==> src/rtl/tmon_pkg.sv <==
package tmon_pkg;
    localparam logic [7:0] A_USER  = 8'h00;
    localparam logic [7:0] A_CTRL  = 8'h04;
    localparam logic [7:0] A_INTEN = 8'h08;
    localparam logic [7:0] A_PEND  = 8'h0C;
    localparam logic [7:0] A_DATA  = 8'h20;
    localparam logic [7:0] A_ATHR  = 8'h30;
    localparam logic [7:0] A_STHR  = 8'h40;
    localparam logic [7:0] A_DEBA  = 8'h60;
    localparam logic [7:0] A_DEBS  = 8'h64;
    localparam logic [7:0] A_PERN  = 8'h68;
    localparam logic [7:0] A_PERH  = 8'h6C;

    localparam int B_AUTO  = 0;
    localparam int B_SENSE = 1;
    localparam int B_CHEN  = 4;
    localparam int B_POL   = 8;
    localparam int E_PIN   = 4;
    localparam int E_RST   = 8;

    typedef enum logic [1:0] {SQ_IDLE, SQ_ISSUE, SQ_WAIT} sq_state_e;
endpackage

==> src/rtl/tmon_regs.sv <==
module tmon_regs
    import tmon_pkg::*;
#(
    parameter int NCH    = 4,
    parameter int CODE_W = 12,
    parameter int DEB_W  = 8,
    parameter int PER_W  = 16,
    parameter int CH_W   = 2
) (
    input  logic                         clk,
    input  logic                         rst_n,
    input  logic                         reg_wr,
    input  logic [7:0]                   reg_addr,
    input  logic [31:0]                  reg_wdata,
    output logic [31:0]                  reg_rdata,
    input  logic                         smp_valid,
    input  logic [CH_W-1:0]              smp_ch,
    input  logic [CODE_W-1:0]            smp_code,
    input  logic [NCH-1:0]               alarm_evt,
    input  logic [NCH-1:0]               shut_evt,
    output logic                         auto_en,
    output logic                         sense_up,
    output logic                         pol_hi,
    output logic [NCH-1:0]               ch_en,
    output logic [NCH-1:0]               int_alarm_en,
    output logic [NCH-1:0]               route_pin,
    output logic [NCH-1:0]               route_rst,
    output logic [NCH-1:0][CODE_W-1:0]   athr,
    output logic [NCH-1:0][CODE_W-1:0]   sthr,
    output logic [DEB_W-1:0]             deba,
    output logic [DEB_W-1:0]             debs,
    output logic [PER_W-1:0]             pern,
    output logic [PER_W-1:0]             perh,
    output logic [NCH-1:0]               pend_alarm,
    output logic [NCH-1:0]               pend_shut
);
    typedef struct packed {
        logic [31:0]                user;
        logic [8:0]                 ctrl;
        logic [11:0]                inten;
        logic [NCH-1:0][CODE_W-1:0] data;
        logic [NCH-1:0][CODE_W-1:0] athr;
        logic [NCH-1:0][CODE_W-1:0] sthr;
        logic [DEB_W-1:0]           deba;
        logic [DEB_W-1:0]           debs;
        logic [PER_W-1:0]           pern;
        logic [PER_W-1:0]           perh;
        logic [NCH-1:0]             pa;
        logic [NCH-1:0]             ps;
    } regs_t;

    regs_t q, d;

    always_comb begin
        d = q;
        if (reg_wr) begin
            if (reg_addr == A_USER)  d.user  = reg_wdata;
            if (reg_addr == A_CTRL)  d.ctrl  = reg_wdata[8:0];
            if (reg_addr == A_INTEN) d.inten = reg_wdata[11:0];
            if (reg_addr == A_DEBA)  d.deba  = reg_wdata[DEB_W-1:0];
            if (reg_addr == A_DEBS)  d.debs  = reg_wdata[DEB_W-1:0];
            if (reg_addr == A_PERN)  d.pern  = reg_wdata[PER_W-1:0];
            if (reg_addr == A_PERH)  d.perh  = reg_wdata[PER_W-1:0];
            if (reg_addr == A_PEND) begin
                d.pa = q.pa & ~reg_wdata[NCH-1:0];
                d.ps = q.ps & ~reg_wdata[4 +: NCH];
            end
            for (int n = 0; n < NCH; n++) begin
                if (reg_addr == A_ATHR + 8'(4 * n)) d.athr[n] = reg_wdata[CODE_W-1:0];
                if (reg_addr == A_STHR + 8'(4 * n)) d.sthr[n] = reg_wdata[CODE_W-1:0];
            end
        end
        if (smp_valid) d.data[smp_ch] = smp_code;
        d.pa = d.pa | alarm_evt;
        d.ps = d.ps | shut_evt;
    end

    always_ff @(posedge clk or negedge rst_n) begin
        if (!rst_n) q <= '0;
        else        q <= d;
    end

    always_comb begin
        reg_rdata = '0;
        if (reg_addr == A_USER)  reg_rdata = q.user;
        if (reg_addr == A_CTRL)  reg_rdata = 32'(q.ctrl);
        if (reg_addr == A_INTEN) reg_rdata = 32'(q.inten);
        if (reg_addr == A_DEBA)  reg_rdata = 32'(q.deba);
        if (reg_addr == A_DEBS)  reg_rdata = 32'(q.debs);
        if (reg_addr == A_PERN)  reg_rdata = 32'(q.pern);
        if (reg_addr == A_PERH)  reg_rdata = 32'(q.perh);
        if (reg_addr == A_PEND) begin
            reg_rdata[NCH-1:0]  = q.pa;
            reg_rdata[4 +: NCH] = q.ps;
        end
        for (int n = 0; n < NCH; n++) begin
            if (reg_addr == A_DATA + 8'(4 * n)) reg_rdata = 32'(q.data[n]);
            if (reg_addr == A_ATHR + 8'(4 * n)) reg_rdata = 32'(q.athr[n]);
            if (reg_addr == A_STHR + 8'(4 * n)) reg_rdata = 32'(q.sthr[n]);
        end
    end

    assign auto_en      = q.ctrl[B_AUTO];
    assign sense_up     = q.ctrl[B_SENSE];
    assign pol_hi       = q.ctrl[B_POL];
    assign ch_en        = q.ctrl[B_CHEN +: NCH];
    assign int_alarm_en = q.inten[NCH-1:0];
    assign route_pin    = q.inten[E_PIN +: NCH];
    assign route_rst    = q.inten[E_RST +: NCH];
    assign athr         = q.athr;
    assign sthr         = q.sthr;
    assign deba         = q.deba;
    assign debs         = q.debs;
    assign pern         = q.pern;
    assign perh         = q.perh;
    assign pend_alarm   = q.pa;
    assign pend_shut    = q.ps;


    pend_set_chk: assert property (@(posedge clk) disable iff (!rst_n)
        (alarm_evt != '0) |=> ((q.pa & $past(alarm_evt)) == $past(alarm_evt)));


    data_cap_chk: assert property (@(posedge clk) disable iff (!rst_n)
        smp_valid |=> (q.data[$past(smp_ch)] == $past(smp_code)));
endmodule

==> src/rtl/tmon_seq.sv <==
module tmon_seq
    import tmon_pkg::*;
#(
    parameter int NCH    = 4,
    parameter int CODE_W = 12,
    parameter int PER_W  = 16,
    parameter int CH_W   = 2
) (
    input  logic              clk,
    input  logic              rst_n,
    input  logic              auto_en,
    input  logic [NCH-1:0]    ch_en,
    input  logic              hot,
    input  logic [PER_W-1:0]  pern,
    input  logic [PER_W-1:0]  perh,
    output logic              conv_start,
    output logic [CH_W-1:0]   conv_chan,
    input  logic              conv_done,
    input  logic [CODE_W-1:0] conv_code,
    output logic              smp_valid,
    output logic [CH_W-1:0]   smp_ch,
    output logic [CODE_W-1:0] smp_code
);
    typedef struct packed {
        sq_state_e        state;
        logic [CH_W-1:0]  cur;
        logic [PER_W-1:0] cnt;
    } seq_t;

    seq_t q, d;

    logic [PER_W-1:0] per_sel;
    logic [PER_W:0]   cnt_inc;
    logic             wrap;
    logic             first_ok, next_ok;
    logic [CH_W-1:0]  first_idx, next_idx;

    assign per_sel = hot ? perh : pern;
    assign cnt_inc = {1'b0, q.cnt} + 1'b1;
    assign wrap    = cnt_inc >= {1'b0, per_sel};

    always_comb begin
        first_ok  = 1'b0;
        first_idx = '0;
        next_ok   = 1'b0;
        next_idx  = '0;
        for (int i = NCH - 1; i >= 0; i--) begin
            if (ch_en[i]) begin
                first_ok  = 1'b1;
                first_idx = CH_W'(i);
            end
            if (ch_en[i] && (i > int'(q.cur))) begin
                next_ok  = 1'b1;
                next_idx = CH_W'(i);
            end
        end
    end

    always_comb begin
        d = q;
        if (!auto_en) begin
            d.state = SQ_IDLE;
            d.cnt   = '0;
        end else begin
            d.cnt = wrap ? '0 : cnt_inc[PER_W-1:0];
            case (q.state)
                SQ_IDLE: begin
                    if (wrap && first_ok) begin
                        d.state = SQ_ISSUE;
                        d.cur   = first_idx;
                    end
                end
                SQ_ISSUE: d.state = SQ_WAIT;
                SQ_WAIT: begin
                    if (conv_done) begin
                        if (next_ok) begin
                            d.state = SQ_ISSUE;
                            d.cur   = next_idx;
                        end else begin
                            d.state = SQ_IDLE;
                        end
                    end
                end
                default: d.state = SQ_IDLE;
            endcase
        end
    end

    always_ff @(posedge clk or negedge rst_n) begin
        if (!rst_n) q <= '{state: SQ_IDLE, cur: '0, cnt: '0};
        else        q <= d;
    end

    assign conv_start = (q.state == SQ_ISSUE);
    assign conv_chan  = q.cur;
    assign smp_valid  = (q.state == SQ_WAIT) && conv_done;
    assign smp_ch     = q.cur;
    assign smp_code   = conv_code;


    start_pulse_chk: assert property (@(posedge clk) disable iff (!rst_n)
        conv_start |=> !conv_start);


    idle_off_chk: assert property (@(posedge clk) disable iff (!rst_n)
        !auto_en |=> !conv_start);
endmodule

==> src/rtl/tmon_eval.sv <==
module tmon_eval #(
    parameter int NCH    = 4,
    parameter int CODE_W = 12,
    parameter int DEB_W  = 8,
    parameter int CH_W   = 2
) (
    input  logic                       clk,
    input  logic                       rst_n,
    input  logic                       auto_en,
    input  logic                       sense_up,
    input  logic [NCH-1:0]             ch_en,
    input  logic                       smp_valid,
    input  logic [CH_W-1:0]            smp_ch,
    input  logic [CODE_W-1:0]          smp_code,
    input  logic [NCH-1:0][CODE_W-1:0] athr,
    input  logic [NCH-1:0][CODE_W-1:0] sthr,
    input  logic [DEB_W-1:0]           deba,
    input  logic [DEB_W-1:0]           debs,
    output logic [NCH-1:0]             alarm_evt,
    output logic [NCH-1:0]             shut_evt,
    output logic [NCH-1:0]             shut_act,
    output logic                       hot
);
    typedef struct packed {
        logic [DEB_W-1:0] ca;
        logic [DEB_W-1:0] cs;
        logic             over;
        logic             shut;
    } ch_t;

    function automatic logic over_fn(input logic [CODE_W-1:0] code,
                                     input logic [CODE_W-1:0] thr,
                                     input logic up);
        return up ? (code >= thr) : (code <= thr);
    endfunction

    logic [DEB_W-1:0] deba_eff, debs_eff;
    logic [NCH-1:0]   over_v;

    assign deba_eff = (deba == '0) ? DEB_W'(1) : deba;
    assign debs_eff = (debs == '0) ? DEB_W'(1) : debs;

    for (genvar n = 0; n < NCH; n++) begin : g_ch
        ch_t  c_q, c_d;
        logic sel, oa, os, aev, sev;

        always_comb begin
            c_d = c_q;
            sel = smp_valid && (smp_ch == CH_W'(n));
            oa  = over_fn(smp_code, athr[n], sense_up);
            os  = over_fn(smp_code, sthr[n], sense_up);
            aev = 1'b0;
            sev = 1'b0;
            if (!auto_en) begin
                c_d = '0;
            end else if (sel) begin
                c_d.ca   = oa ? ((c_q.ca >= deba_eff) ? c_q.ca : c_q.ca + 1'b1) : '0;
                c_d.cs   = os ? ((c_q.cs >= debs_eff) ? c_q.cs : c_q.cs + 1'b1) : '0;
                aev      = oa && (c_d.ca >= deba_eff);
                sev      = os && (c_d.cs >= debs_eff);
                c_d.shut = c_q.shut | sev;
                c_d.over = oa | os;
            end
        end

        always_ff @(posedge clk or negedge rst_n) begin
            if (!rst_n) c_q <= '0;
            else        c_q <= c_d;
        end

        assign alarm_evt[n] = aev;
        assign shut_evt[n]  = sev;
        assign shut_act[n]  = c_q.shut;
        assign over_v[n]    = c_q.over;


        shut_hold_chk: assert property (@(posedge clk) disable iff (!rst_n)
            (auto_en && c_q.shut) |=> c_q.shut);
    end

    assign hot = |(over_v & ch_en);
endmodule

==> src/rtl/thermal_scan_ctrl.sv <==
module thermal_scan_ctrl #(
    parameter int NCH    = 4,
    parameter int CODE_W = 12,
    parameter int DEB_W  = 8,
    parameter int PER_W  = 16,
    parameter int CH_W   = (NCH > 1) ? $clog2(NCH) : 1
) (
    input  logic              clk,
    input  logic              rst_n,
    input  logic              reg_wr,
    input  logic [7:0]        reg_addr,
    input  logic [31:0]       reg_wdata,
    output logic [31:0]       reg_rdata,
    output logic              conv_start,
    output logic [CH_W-1:0]   conv_chan,
    input  logic              conv_done,
    input  logic [CODE_W-1:0] conv_code,
    output logic              irq,
    output logic              shut_rst,
    output logic              shut_pin
);
    logic                       auto_en, sense_up, pol_hi, hot;
    logic [NCH-1:0]             ch_en, int_alarm_en, route_pin, route_rst;
    logic [NCH-1:0][CODE_W-1:0] athr, sthr;
    logic [DEB_W-1:0]           deba, debs;
    logic [PER_W-1:0]           pern, perh;
    logic [NCH-1:0]             pend_alarm, pend_shut;
    logic [NCH-1:0]             alarm_evt, shut_evt, shut_act;
    logic                       smp_valid;
    logic [CH_W-1:0]            smp_ch;
    logic [CODE_W-1:0]          smp_code;
    logic                       pin_act, rst_act;

    tmon_regs #(.NCH(NCH), .CODE_W(CODE_W), .DEB_W(DEB_W), .PER_W(PER_W), .CH_W(CH_W)) u_regs (
        .clk(clk), .rst_n(rst_n), .reg_wr(reg_wr), .reg_addr(reg_addr),
        .reg_wdata(reg_wdata), .reg_rdata(reg_rdata),
        .smp_valid(smp_valid), .smp_ch(smp_ch), .smp_code(smp_code),
        .alarm_evt(alarm_evt), .shut_evt(shut_evt),
        .auto_en(auto_en), .sense_up(sense_up), .pol_hi(pol_hi), .ch_en(ch_en),
        .int_alarm_en(int_alarm_en), .route_pin(route_pin), .route_rst(route_rst),
        .athr(athr), .sthr(sthr), .deba(deba), .debs(debs), .pern(pern), .perh(perh),
        .pend_alarm(pend_alarm), .pend_shut(pend_shut)
    );

    tmon_seq #(.NCH(NCH), .CODE_W(CODE_W), .PER_W(PER_W), .CH_W(CH_W)) u_seq (
        .clk(clk), .rst_n(rst_n), .auto_en(auto_en), .ch_en(ch_en), .hot(hot),
        .pern(pern), .perh(perh), .conv_start(conv_start), .conv_chan(conv_chan),
        .conv_done(conv_done), .conv_code(conv_code),
        .smp_valid(smp_valid), .smp_ch(smp_ch), .smp_code(smp_code)
    );

    tmon_eval #(.NCH(NCH), .CODE_W(CODE_W), .DEB_W(DEB_W), .CH_W(CH_W)) u_eval (
        .clk(clk), .rst_n(rst_n), .auto_en(auto_en), .sense_up(sense_up), .ch_en(ch_en),
        .smp_valid(smp_valid), .smp_ch(smp_ch), .smp_code(smp_code),
        .athr(athr), .sthr(sthr), .deba(deba), .debs(debs),
        .alarm_evt(alarm_evt), .shut_evt(shut_evt), .shut_act(shut_act), .hot(hot)
    );

    assign irq      = (|(pend_alarm & int_alarm_en)) | (|pend_shut);
    assign pin_act  = |(shut_act & route_pin);
    assign rst_act  = |(shut_act & route_rst);
    assign shut_pin = pol_hi ? pin_act : ~pin_act;
    assign shut_rst = pol_hi ? rst_act : ~rst_act;
endmodule

==> config.mk <==
export PLATFORM = sky130hd
export DESIGN_NAME = thermal_scan_ctrl
export DESIGN_NICKNAME = d
export VERILOG_FILES = /design/src/rtl/tmon_pkg.sv /design/src/rtl/tmon_regs.sv /design/src/rtl/tmon_seq.sv /design/src/rtl/tmon_eval.sv /design/src/rtl/thermal_scan_ctrl.sv
export SDC_FILE = /design/constraint.sdc
export NUM_CORES = 1
export LEC_CHECK = 0
export BUFFER_PORTS_ARGS = -buffer_cell sky130_fd_sc_hd__buf_4
export CORE_MARGIN = 1.5
export CORE_UTILIZATION = 29
export DETAILED_ROUTE_END_ITERATION = 10
export PLACE_DENSITY = 0.47
export SYNTH_ARGS = -nofsm -noshare
export SYNTH_HDL_FRONTEND = slang
export SYNTH_SLANG_ARGS = --single-unit
==> constraint.sdc <==
create_clock -name clk -period 4.9 [get_ports clk]
set_input_delay 0.49 -clock clk [delete_from_list [all_inputs] [get_ports clk]]
set_output_delay 0.49 -clock clk [all_outputs]
set_load 0.05 [all_outputs]
======== Word-level counts from Yosys, hierarchy flattened ========
Cells that the tools add are included.
word-level totals
  word-level logic and storage cells ...... 288
  register bits ........................... 345
  input port bits ......................... 56
operators by class
  bitwise operators ....................... 21
  add/subtract/negate cells ............... 9
  order comparisons ....................... 38
  eq/ne operators ......................... 33
  mux-type cells .......................... 101
  reduce and logical (&&, ||, !) cells .... 46
operators by type and width
  cell                                                   number
  2-to-1 mux 32 bit                                      19
  2-to-1 mux 8 bit                                       21
  2-to-1 mux 18 bit                                      8
  >= comparator 8 bit                                    16
  >= comparator 12 bit                                   8
  less-or-equal comparator 12 bit                        8
  adder 8 x 1 -> 8 bit, second input constant            8
  equality test 8 x 6 -> 1 bit, second input constant    8
  equality test 8 x 7 -> 1 bit, second input constant    8
  bitwise mux 48 bit                                     1
  2-to-1 mux 16 bit                                      3
  2-to-1 mux 1 bit                                       34
  AND reduction 2 bit                                    16
  bitwise AND 4 bit                                      6
  demux 12 bit (select 2 bit)                            1
  zero test 8 bit                                        3
  OR reduction 4 bit                                     5
  logical AND 1 bit                                      18
  2-to-1 mux 2 bit                                       9
  adder 16 x 1 -> 17 bit, second input constant          1
  >= comparator 17 x 16 -> 1 bit                         1
  equality test 8 x 4 -> 1 bit, second input constant    2
  2-to-1 mux 12 bit                                      1
  inequality test 2 x 1 -> 1 bit, second input constant  6
  20 further kinds                                       37

======== Depth between registers and ports, before layout ========
  depth in word-level cells ............... 21
  gate-level depth with buffers ........... 18
  mapped depth without buffers ............ 17

======== Hierarchy ========
Synthesis repeated with hierarchy kept, for this count alone.
unflattened totals
  cells, all modules ...................... 2738
  area total of the unflattened synthesis .. 26061.2 µm²
by module, submodules not included
  module             area an instance (µm²)  sequential area each (µm²)  instances  cells each
  tmon_regs          13955.9                 6331.1                      1          1262
  tmon_eval          10313.6                 1801.7                      1          1288
  tmon_seq           1700.4                  500.5                       1          178
  thermal_scan_ctrl  91.3                    0.0                         1          10

======== Worst setup path after synthesis ========
OpenSTA, ideal clock, no wires.
  kind .................................... input to register
  start point ............................. input port conv_code[5]
  end point ............................... register u_regs.q (netlist bit u_regs.pend_shut[2])
  arrival ................................. 3.662 ns
  required time ........................... 4.779 ns
  setup time .............................. 0.121 ns
  buffers on the path ..................... 2
  stages .................................. 17
  slack ................................... 1.117 ns
  cell sequence ........................... ha_1 a211o_1 o211ai_1 a21oi_1 a221oi_1 and2_1 clkbuf_1 clkbuf_1 a21o_1 ha_1 nand2b_1 a21o_1 a21o_1 a211oi_1 o21ai_0 nor4b_1 a22o_1
RTL lines
  element               line                     text
  start, declared       thermal_scan_ctrl.sv:17  input logic [CODE_W-1:0] conv_code,
  end signal, assigned  tmon_regs.sv:79          if (!rst_n) q <= '0;
  end signal, assigned  tmon_regs.sv:80          else q <= d;
  end, declared         tmon_regs.sv:52          regs_t q, d;

==> results list <==
- Number of rows in the core area: 105
- Average via count per standard cell: 5.54
- At the pin with the least slew margin, the transition time is 1.37 ns.
- H-tree lvl count: 2
* Setup TNS: 0 ns
- Yosys warning total: 0
- CP max stage delay: 0.57 ns
- Prior to clock tree synthesis, the placed netlist has a worst setup slack of 0.455 ns.
- The cell sitting at the root of the clock tree is a clkbuf_16.
- Final period demand of the worst path: 4.47 ns
- Entering global routing, the biggest net connects 120 pins.
- For this run, asynchronously set or reset flops after synthesis account for 1.00.
* Insertion delay to the later sink of the worst-skew pair: 0.59 ns
- Walking the worst path, the cells encountered are nor4_1 -> a41o_1 -> ha_1 -> nand2b_1 -> a2111oi_0 -> o31ai_1 -> nor2_1 -> buf_4 -> nand4_1 -> xor2_1 -> nor2_1 -> ha_1 -> a2111oi_0 -> o21ai_0 -> o211ai_1 -> o21ai_0.
* Final Cell Area: 27500 um2
- Number of diodes added for antenna fixing: 0
- After detailed routing, the average wire length per cell comes to 23.7 um.
* Type of element capturing the critical path: flip-flop
- Number of antenna violations at the first check in global routing: 2
- Post-CTS setup buffer count: 0
* Nets: 2962
- Layout overhead on the synthesized area: 14.9%
- Setup violations remaining at the end of the flow were counted as 0.
- GPL Wtd Cong: 0.930
* Dominant cell type by area after synthesis: dfrtp_1
- Counting flops with a built-in enable in the synthesized netlist gives 0.
- For this run, the top clock speed supported by timing is 224 MHz.
- STA puts the critical path data required time at 5.35 ns.
- After technology mapping, the gate count stands at 2577.
* List of most frequent post-synthesis cells: dfrtp_1 (345), nand2_1 (332), ha_1 (249), mux2_2 (190), nor2_1 (142)
- Most common cell in the synthesized netlist: dfrtp_1
- For this design, the slowest cell found on the critical path is a41o_1.
- Placed cell area: 26000 um2
* Sequential fraction of the synthesis area: 0.361
- The initial utilization of the core area, before any placement, comes to 0.292.
- Detailed Place HPWL: 63800 um
- After global routing the overflow that remains totals 0.
- The worst setup path is launched from a flip-flop.
* Post-route DRC: 0
- Final non-filler cell total: 3760
- The first detailed-routing pass took 5 iterations.
- TritonCTS created 44 clock buffers.
- Setup repair after global routing left no endpoint under its margin.
* TritonCTS clock tree: done
- For the worst setup path, the data arrival time is 4.92 ns.
- Fin. max-slew vios: 0
- In this run the power density over the cells is 276 nW/um2.
- In the synthesized netlist the dominant register cell turns out to be dfrtp_1.
* Leading cell types by total area after synthesis: dfrtp_1 (36%), ha_1 (13%), mux2_2 (8.9%)
- The detail route stage leaves a number of antenna-violating nets equal to 0.
- Category of the most critical setup path: reg2reg
- I/O Pins: 94
- The tool flagged a number of max-cap violations equal to 0.
- Grouping stages by cell kind, the critical path spends the most delay in compound AO/OA/AOI/OAI gates.
- Final critical-path share of the clock period: 0.912
* Clock transition at the register clock pins on the worst setup and hold paths after CTS: 0.06 ns
- Die Outline Area: 84200 um2
* Post-synthesis register bit count: 345
* Number of hold buffers added after cts: 1
* Post-synthesis cell area: 23900 um2
- Across all layers, the routed design uses 20800 vias.
- Synthesis instantiated 88 different standard cells from the library.
- Final Util: 0.336
- Headroom to the max-slew limit came out at 0.0800.
- Total Power Consumption: 7.59 mW
* Maximum vdd drop: 0.203 mV
- First-pass GRT wire length: 134000 um
- Synth Net Count: 2882
- Buffers placed on the I/O ports in this run total 93.
* Final worst setup slack: 0.433 ns
* Maximum buffer depth of the clock tree: 3
- Counting every sink on the clock net gives 345.
* Resized Gates After CTS: 0
- Crit Path Max Fanout: 11
- Detailed Route Iter0 Violations: 1558
- Placed cell count: 3680
- Vias in the first global route: 20700
- Of the cells placed in the final design, the portion with a size suffix greater than 1 is 0.171.
- A synthesized cell averages 9.28 um2.
- The flow ran to the end, and the final reports show no timing, DRC or antenna violations.
* Detailed-route wire length: 89300 um
- Number of buffers and inverters on the critical path: 1
* Count of endpoints failing hold in the final timing report: 0
* Final worst hold slack: 0.138 ns
- The analysis attributes to cell leakage a power of 12.3 nW.
- Worst hold path type: in2reg
- The floorplan step set the die height to 290 um.
- The floorplan step defined a core boundary enclosing 81800 um2.
- In the global route stage, overall resource usage came out at 0.208.
* DIE WIDTH: 290 um
- Between clock sinks in the finished design, the worst skew comes to 0.0249 ns.
- Fraction of post-synthesis cell area in the top cell type by area: 0.361
worst paths after layout:
check / end / cells past startpoint / from / slack, ns
min in group asynchronous: u_regs.sthr[33] / 2 / rst_n / 0.45
min reg2reg: u_regs.q[181] / 2 / u_regs.q[181] / 0.47
max reg2reg: u_regs.pend_alarm[0] / 16 / u_regs.deba[5] / 0.43
max: u_regs.pend_alarm[0] / 16 / u_regs.deba[5] / 0.43
max in group asynchronous: u_regs.auto_en / 3 / rst_n / 3.24
min: u_regs.q[245] / 2 / reg_wdata[24] / 0.14
cells by family after synthesis:
family          Yosys count  share of synthesized area
compound gates          578                      0.163
simple gates            851                      0.175
xor+xnor                 66                     0.0242
flops                   345                      0.361
fa+ha+maj               249                      0.130
buf+inv                 269                     0.0452
mux                     219                      0.102
registers in the layout, indices dropped and copies added (netlist names):
name and flops:
u_eval.g_ch.c_q 68, u_eval.shut_act 4, u_regs.athr 48, u_regs.auto_en 1
u_regs.ch_en 4, u_regs.deba 8, u_regs.debs 8, u_regs.int_alarm_en 4
u_regs.pend_alarm 4, u_regs.pend_shut 4, u_regs.perh 16, u_regs.pern 16
u_regs.pol_hi 1, u_regs.q 82, u_regs.route_pin 4, u_regs.route_rst 4
u_regs.sense_up 1, u_regs.sthr 48, u_seq.conv_chan 2, u_seq.q 18
cell type report:
cell class | instances | area (um2)
multi-input cells | 1963 | 14300
flip-flops and latches | 345 | 8630
fillers | 8352 | 54400
well taps | 1070 | 1340
clock inverters | 12 | 185
clock buffers | 67 | 1280
inverters | 135 | 507
repair buffers | 168 | 1300
cells in the final DEF, fill, tap and decap left out, types with 36 or more instances in the layout:
cell       count
o22ai_1       43
mux2_2       190
dfrtp_1      344
and3_1        37
nand2_1      331
buf_4        164
nor2_1       142
clkbuf_16     44
ha_1         249
nand4_1       50
o21ai_0      113
a21oi_1      126
inv_1        133
a21o_1        36
xor2_1        43
nand3_1       66
per-layer routing:
| metal | GRT usage | wire length, um | vias to the layer above |
|---|---|---|---|
| met1 | 0.286 | 40600 | 10500 |
| met5 | 0 | 0 | - |
| met2 | 0.342 | 41300 | 661 |
| li1 | - | - | 9592 |
| met4 | 0.0588 | 2500 | 0 |
| met3 | 0.0245 | 4840 | 131 |
power breakdown:
group | internal [mW] | switching [mW]
combinational | 0.459 | 0.748
clock | 2.01 | 1.37
sequential | 2.93 | 0.0747
total | 5.40 | 2.20
Power figures use the tool's default switching activity.
